`config.mk`:
```
export PLATFORM = sky130hd
export DESIGN_NAME = prog_trap_unit
export DESIGN_NICKNAME = d
export VERILOG_FILES = /design/src/rtl/prog_trap_unit.sv
export SDC_FILE = /design/constraint.sdc
export NUM_CORES = 1
export LEC_CHECK = 0
export BUFFER_PORTS_ARGS = -buffer_cell sky130_fd_sc_hd__buf_2
export CORE_MARGIN = 3
export CORE_UTILIZATION = 33
export DETAILED_ROUTE_END_ITERATION = 12
export GPL_ROUTABILITY_DRIVEN = 0
export PLACE_DENSITY = 0.63
export SLEW_MARGIN = 0
export SYNTH_ARGS = -nofsm -noshare
export SYNTH_HDL_FRONTEND = slang
export SYNTH_SLANG_ARGS = --single-unit
```
`constraint.sdc`:
```
create_clock -name clk -period 1.79 [get_ports clk]
set_clock_uncertainty 0.05 [all_clocks]
set_input_delay 0.2685 -clock clk [delete_from_list [all_inputs] [get_ports clk]]
set_output_delay 0.2685 -clock clk [all_outputs]
set_load 0.05 [all_outputs]
```
`src/rtl/prog_trap_unit.sv`:
```
module prog_trap_unit #(
  parameter int XLEN = 64,
  parameter logic [XLEN-1:0] VECTOR = 'h700,
  parameter logic [XLEN-1:0] RESET_MSR = '0,
  parameter int ILL_CAUSE = 44,
  parameter int PRIV_CAUSE = 45
) (
  input  logic            clk,
  input  logic            rst_n,
  input  logic            insn_valid,
  input  logic            cls_attn,
  input  logic            cls_msr_move,
  input  logic            cls_int_return,
  input  logic            cls_spr_move,
  input  logic            spr_num_hi,
  input  logic            insn_illegal,
  input  logic [XLEN-1:0] cia,
  input  logic            msr_wr_en,
  input  logic [XLEN-1:0] msr_wr_val,
  output logic [XLEN-1:0] nia,
  output logic [XLEN-1:0] msr,
  output logic [XLEN-1:0] srr0,
  output logic [XLEN-1:0] srr1,
  output logic            trap_taken,
  output logic            halted
);
  localparam int B_SF   = XLEN - 1 - 0;
  localparam int B_EE   = XLEN - 1 - 48;
  localparam int B_PR   = XLEN - 1 - 49;
  localparam int B_IR   = XLEN - 1 - 58;
  localparam int B_DR   = XLEN - 1 - 59;
  localparam int B_RI   = XLEN - 1 - 62;
  localparam int B_LE   = XLEN - 1 - 63;
  localparam int B_ILL  = XLEN - 1 - ILL_CAUSE;
  localparam int B_PRIV = XLEN - 1 - PRIV_CAUSE;

  logic live, priv_class, priv_fault, ill_fault, take, halt_now, retire;
  logic [XLEN-1:0] msr_entry, srr1_next;

  assign live       = insn_valid & ~halted;
  assign priv_class = cls_attn | cls_msr_move | cls_int_return | (cls_spr_move & spr_num_hi);
  assign priv_fault = live & priv_class & msr[B_PR];
  assign halt_now   = live & ~priv_fault & cls_attn;
  assign ill_fault  = live & ~priv_fault & ~cls_attn & insn_illegal;
  assign take       = priv_fault | ill_fault;
  assign retire     = live & ~take & ~cls_attn;

  always_comb begin
    msr_entry       = msr;
    msr_entry[B_SF] = 1'b1;
    msr_entry[B_EE] = 1'b0;
    msr_entry[B_PR] = 1'b0;
    msr_entry[B_IR] = 1'b0;
    msr_entry[B_DR] = 1'b0;
    msr_entry[B_RI] = 1'b0;
    msr_entry[B_LE] = 1'b1;
    srr1_next       = msr;
    if (priv_fault) srr1_next[B_PRIV] = 1'b1;
    else            srr1_next[B_ILL]  = 1'b1;
  end

  always_ff @(posedge clk) begin
    if (!rst_n) begin
      nia        <= '0;
      msr        <= RESET_MSR;
      srr0       <= '0;
      srr1       <= '0;
      trap_taken <= 1'b0;
      halted     <= 1'b0;
    end else begin
      trap_taken <= take;
      if (halt_now) halted <= 1'b1;
      if (take) begin
        nia  <= VECTOR;
        srr0 <= cia;
        srr1 <= srr1_next;
        msr  <= msr_entry;
      end else if (retire) begin
        nia <= cia + XLEN'(4);
        if (msr_wr_en) msr <= msr_wr_val;
      end
    end
  end
endmodule


```
==> flow_summary_export.csv, run 1 <==
group,metric,value,unit
timing,setup-tns-final,0,ns
clock_tree,postCtsSetupRepairBufs,0,
timing,final-setup-viol-count,0,
timing,max_freq,582,MHz
logic_synthesis,synthesis.nets,1461,
detailed_routing,wirelength,38.6,mm
critical_path,path_cells,"nand2b_4, nor4_4, buf_4, nand2_2, buf_12, nand2_1, a21boi_2",
critical_path,crit_type,"reg2reg",
logic_synthesis,ys_ff_latch,258,
critical_path,rr_endpoint,"msr[24]",
logic_synthesis,yosysUniqueCellTypes,42,
timing,maxSlewViolCount,0,
global_routing,grt.overflow.total,0,
min_path,min_path_type,"in2reg",
layout,drive_gt1_frac,0.337,
min_path,min_path_cells,3,
critical_path,cp_max_fo,24,
clock_tree,h-tree-depth,1,
timing,slew_headroom,0.635,
timing,period_needed,1.72,ns
timing,fin_crit_sh,0.960,
logic_synthesis,syn-cell-area,11000,sq um
die,start_util,0.336,
die,die_x,188,um
logic_synthesis,avgSynthCellArea,8.30,sq um
layout,area_growth,45.4,%
detailed_routing,vias,10869,
placed_design,portBuffers,395,
critical_path,cp-end-kind,"register",
job,cap_violations,0,
detailed_routing,drtIter0Drc,418,
die,die-area,35500,sq um
critical_path,max_stage_delay,0.33,ns
clock_tree,cts_buffers,29,
critical_path,crit_arrival,2.11,ns
layout,fin_nets,1958,
logic_synthesis,ys_seq_area_frac,0.471,
timing,worstMarginPinSlew,0.548,ns
timing,rsz0062_at_grt,"true",
critical_path,r2r_setup_slack,0.07,ns
critical_path,critPathRequiredTime,2.18,ns
die,io_pins,396,
critical_path,r2r_start,"halted",
clock_tree,clockBufferDepth,3,
detailed_routing,drc_errors,0,
global_routing,track_usage,0.203,
clock_tree,clkSinkCount,258,
clock_tree,clkLatencyLatePin,0.55,ns
power_and_ir_drop,vdd_drop_max,0.000747,V
power_and_ir_drop,p_per_area,889,nW/um^2
die,die_y,188,um
detailed_routing,drtPass1Iterations,5,
layout,final_common_cell,"nand2_1",
critical_path,slowest_stage,"dfxtp_2",
global_routing,grt_start_max_net_pins,102,
die,core_area,32600,sq um
min_path,min_to,"srr0[10]",
power_and_ir_drop,leakagePower,6.90,nW
die,fp-row-count,66,
run_status,status,"finished, final reports clean",
critical_path,start_kind,"register",
logic_synthesis,syn_inst,1322,
placed_design,dpl.hpwl,27.5,mm
layout,layout_common_cells,"nand2_1, buf_2, dfxtp_1",
global_routing,grt_pass1_vias,10755,
global_routing,antenna_found_initial,2,
clock_tree,clk_pin_slew,0.06,ns
clock_tree,cts_tree,"built",
logic_synthesis,yosysWarningCount,0,
detailed_routing,ant_nets,0,
detailed_routing,wl_per_cell,16.9,um
timing,final_hold_viol_count,0,
min_path,hold_start,"cia[10]",
timing,hold_slack,0.0454,ns
global_routing,grt_pass1_wl,58.7,mm
clock_tree,cts_root_buffer,"clkbuf_16",
detailed_routing,viasPerCell,4.76,
critical_path,reg2reg_depth,7,
[Yosys cell counts (all sizes together)]
master  number  area (sq um)
a211o        1          8.76
a211oi      17           128
a21boi     183          1370
a21oi       49           257
a221oi       1          8.76
a31oi        1          6.26
and2         5          31.3
and3        14          87.6
and4         7          61.3
and4b        1          10.0
buf         92           614
clkbuf      54           203
dfxtp      258          5160
ha           1          12.5
inv          7          26.3
nand2      408          1530
nand2b       1          6.26
nand3       22           123
nand3b       1          7.51
nand4       16           125
nor2        41           154
nor2b        4          25.0
nor3        16           116
nor3b        4          30.0
nor4         2          27.5
o21a         6          45.0
o21ai       45           225
or3          3          23.8
or4          3          26.3
xnor2       28           245
xor2        31           272
[what timing repair did]
action,CTS,global route
endpoints found under the setup margin,12,58
hold endpoints to repair,86,0
hold buffers,81,0
cloned,0,4
pin swaps,1,9
gates resized for setup,1,77
[final cells by class]
class	count	area (sq um)
Tap cell	442	553
Antenna cell	1	2.50
Clock buffer	40	837
Sequential cell	258	5170
Multi-Input combinational cell	911	5100
Inverter	7	26.3
Fill cell	3083	16700
Clock inverter	11	161
Timing Repair Buffer	612	4110
[per-layer routing]
| metal | wire [um] | up-vias | GRT usage |
|---|---|---|---|
| met1 | 16000 | 5039 | 0.249 |
| met2 | 18300 | 440 | 0.355 |
| met3 | 3360 | 75 | 0.0519 |
| met5 | 27 | - | 0 |
| met4 | 945 | 4 | 0.0504 |
| li1 | - | 5311 | - |
[power breakdown]
part	leakage (nW)	internal [mW]	switching (mW)	total [mW]
Combinational	4.31	0.723	1.25	1.97
Sequential	2.09	5.90	0.0883	5.99
Clock	0.493	3.81	2.42	6.23
[worst max path at each step]
| stage | from | cells after the start | end | slack (ns) |
|---|---|---|---|---|
| 2_1_floorplan | cls_spr_move | 7 | nia[21] | 0.005 |
| 3_3_place_gp | cia[9] | 7 | nia[39] | -0.27 |
| 3_5_place_dp | cls_spr_move | 10 | msr[20] | -0.31 |
| 4_1_cts | msr[14] | 2 | msr[14] | 0.03 |
| 5_1_grt | halted | 8 | msr[0] | -0.05 |
| 6_report | halted | 7 | msr[24] | 0.07 |
[kinds of logic after synthesis]
family                     Yosys count  share of synthesized area
and+or+nand+nor                    548                      0.217
buffers and inverters              153                     0.0768
xor gates and xnor gates            59                     0.0471
DFF                                258                      0.471
AOI/OAI and AO/OA                  303                      0.187
adders and majority gates            1                    0.00114
[metrics by stage]
step           total power [mW]  area (sq um)  cells   util  worst slack [ns]
6_report                   14.2         16000   2282  0.489            0.0709
5_1_grt                    14.7         16000   2281  0.489           -0.0471
4_1_cts                    14.3         15800   2277  0.483            0.0268
3_5_place_dp               7.89         13900   2145  0.427            -0.310
3_3_place_gp               7.87         13900   2145  0.427            -0.270
2_1_floorplan              7.17         11000   1322      -           0.00511
[flip-flops by register name, summed over array words and instances (netlist names)]
| signal | cells |
|---|---|
| nia | 64 |
| srr1 | 64 |
| halted | 1 |
| srr0 | 64 |
| trap_taken | 1 |
| msr | 64 |
[worst max-delay path: cells and delay by family, from the launching register on]
kind / cells / cell delay (ns)
compound gates: 1 / 0.07
buf+inv: 2 / 0.41
flops: 1 / 0.33
simple gates: 4 / 0.74
Note: power is estimated with default switching activity, not from simulation.
==> run 2: changes to the inputs <==
--- a/config.mk
+++ b/config.mk
@@ -7,9 +7,8 @@
 export LEC_CHECK = 0
 export BUFFER_PORTS_ARGS = -buffer_cell sky130_fd_sc_hd__buf_2
-export CORE_MARGIN = 3
 export CORE_UTILIZATION = 33
 export DETAILED_ROUTE_END_ITERATION = 12
 export GPL_ROUTABILITY_DRIVEN = 0
-export PLACE_DENSITY = 0.63
+export PLACE_DENSITY = 0.61
 export SLEW_MARGIN = 0
 export SYNTH_ARGS = -nofsm -noshare
==> constraint.sdc (replaced) <==
create_clock -name clk -period 1.84 [get_ports clk]
set_clock_uncertainty 0.05 [all_clocks]
set_input_delay 0.184 -clock clk [delete_from_list [all_inputs] [get_ports clk]]
set_output_delay 0.184 -clock clk [all_outputs]
set_load 0.05 [all_outputs]
==> flow_summary_export.csv, run 2 (same netlist as run 1, synthesis figures left out) <==
group,metric,value,unit
placed_design,placed_cell_area,13700,sq um
critical_path,slowest_stage,"or4_4",
detailed_routing,wl_per_cell,15.6,um
layout,final_common_cell,"nand2_1",
clock_tree,clk_pin_slew,0.06,ns
run_status,status,"finished, final reports clean",
critical_path,critPathRequiredTime,2.22,ns
power_and_ir_drop,leakagePower,6.88,nW
die,io_pins,396,
power_and_ir_drop,pwr-share-seq,0.432,
critical_path,cp-end-kind,"register",
detailed_routing,drtPass1Iterations,7,
critical_path,r2r_start,"msr[14]",
layout,area_growth,46.0,%
min_path,hold_start,"cia[33]",
clock_tree,clkSinkCount,258,
job,cap_violations,0,
die,start_util,0.336,
critical_path,r2r_setup_slack,0.12,ns
timing,final_hold_viol_count,0,
placed_design,dpl.hpwl,25.0,mm
critical_path,crit_arrival,2.15,ns
layout,fin_cells,2304,
timing,maxSlewViolCount,0,
clock_tree,clkLatencyLatePin,0.54,ns
global_routing,grt_start_max_net_pins,117,
layout,fin_nets,1981,
placed_design,portBuffers,395,
die,die-area,34000,sq um
critical_path,crit_start,"cia[15]",
global_routing,grt_pass1_vias,10270,
die,die_x,184,um
timing,fin_crit_sh,0.961,
min_path,min_path_type,"in2reg",
timing,hold_slack,0.0362,ns
timing,slew_headroom,0.657,
power_and_ir_drop,fin_total_pwr,13.5,mW
power_and_ir_drop,comb_power_share,0.142,
clock_tree,cts_buffers,28,
critical_path,path_cells,"dlygate4sd3_1, buf_6, nand4_4, or4_4, nor4_4, xnor2_1, a21oi_2",
global_routing,antenna_found_initial,1,
global_routing,grt_pass1_wl,54.7,mm
power_and_ir_drop,power_frac_clock,0.426,
timing,worstMarginPinSlew,0.515,ns
critical_path,max_stage_delay,0.61,ns
detailed_routing,vias,10706,
layout,layout_common_cells,"nand2_1, buf_2, dfxtp_1",
power_and_ir_drop,switching_share,0.264,
critical_path,cp_max_fo,5,
layout,drive_gt1_frac,0.312,
die,die_y,184,um
power_and_ir_drop,p_per_area,842,nW/um^2
global_routing,grt.overflow.total,0,
detailed_routing,ant_nets,0,
timing,period_needed,1.77,ns
global_routing,track_usage,0.201,
power_and_ir_drop,p_switching,3.57,mW
detailed_routing,drtIter0Drc,454,
layout,stdcell_area,16000,sq um
clock_tree,cts_root_buffer,"clkbuf_16",
timing,max_freq,566,MHz
power_and_ir_drop,power.internal,9.92,mW
critical_path,start_kind,"primary input",
detailed_routing,wirelength,36.0,mm
clock_tree,clockBufferDepth,3,
critical_path,crit_type,"in2reg",
power_and_ir_drop,vdd_drop_max,0.000827,V
detailed_routing,drc_errors,0,
timing,final-setup-viol-count,0,
die,fp-row-count,66,
detailed_routing,viasPerCell,4.65,
clock_tree,cts_tree,"built",
die,core_area,32600,sq um
clock_tree,h-tree-depth,1,
placed_design,dp_cells,2123,
==> run 2: cell types whose count changed in the layout (fill, tap and decap cells not counted), sizes merged <==
cell	change
clkbuf	+1
buf	-17
clkinv	-3
bufinv	-2
inv	-1
dlygate4sd3	+42
dlymetal6s4s	+2
==> run 2: path summary, 6_finish.rpt <==
check | end | depth (start not counted)
hold reg to reg | nia[0] | 2
hold / removal | srr0[33] | 4
setup reg to reg | srr0[54] | 6
setup / recovery | nia[59] | 7
==> run 2: routing by layer <==
layer / wire, um / global-route usage / share of wire
met5: 0 / 0 / 0
met4: 1450 / 0.0803 / 0.040
met3: 2570 / 0.0492 / 0.071
met2: 16800 / 0.339 / 0.47
met1: 15200 / 0.243 / 0.42
==> run 2: layout make-up <==
type,instances,area [sq um]
diodes,1,2.50
clock buffers,44,862
clock inverters,5,77.6
fillers,3119,16600
inverters,7,26.3
multi-input cells,911,5050
flip-flops and latches,258,5170
well taps,442,553
repair buffers,636,4290
==> run 2: power groups by stage <==
stage | clock network, mW | logic (mW) | registers [mW]
CTS | 5.90 | 1.90 | 5.82
detailed placement | 0 | 1.69 | 5.94
global placement | 0 | 1.68 | 5.94
global route | 6.10 | 2.04 | 5.84
floorplan | 0 | 0.607 | 6.36
finish | 5.75 | 1.92 | 5.82
==> run 2: metrics by stage <==
stage	worst slack [ns]	setup TNS, ns	util
after floorplan	0.0485	0	-
after global placement	-0.155	-23.86	0.420
after detailed placement	-0.205	-30.54	0.420
after CTS	0.0419	0	0.487
after global routing	-0.00853	-0.0249	0.491
final	0.0718	0	0.491
==> run 2: critical path: cells and delay by family <==
family / cells / cell delay [ns]
buf+inv: 2 / 0.69
xor+xnor: 1 / 0.17
compound gates: 1 / 0.07
simple gates: 3 / 1.03
==> run 2: what timing repair did <==
item                                    CTS  global route
resized for setup                         0            16
endpoints found under the setup margin    0            40
buffers inserted                          0             7
hold buffers                            125             0
hold endpoints to repair                161             0
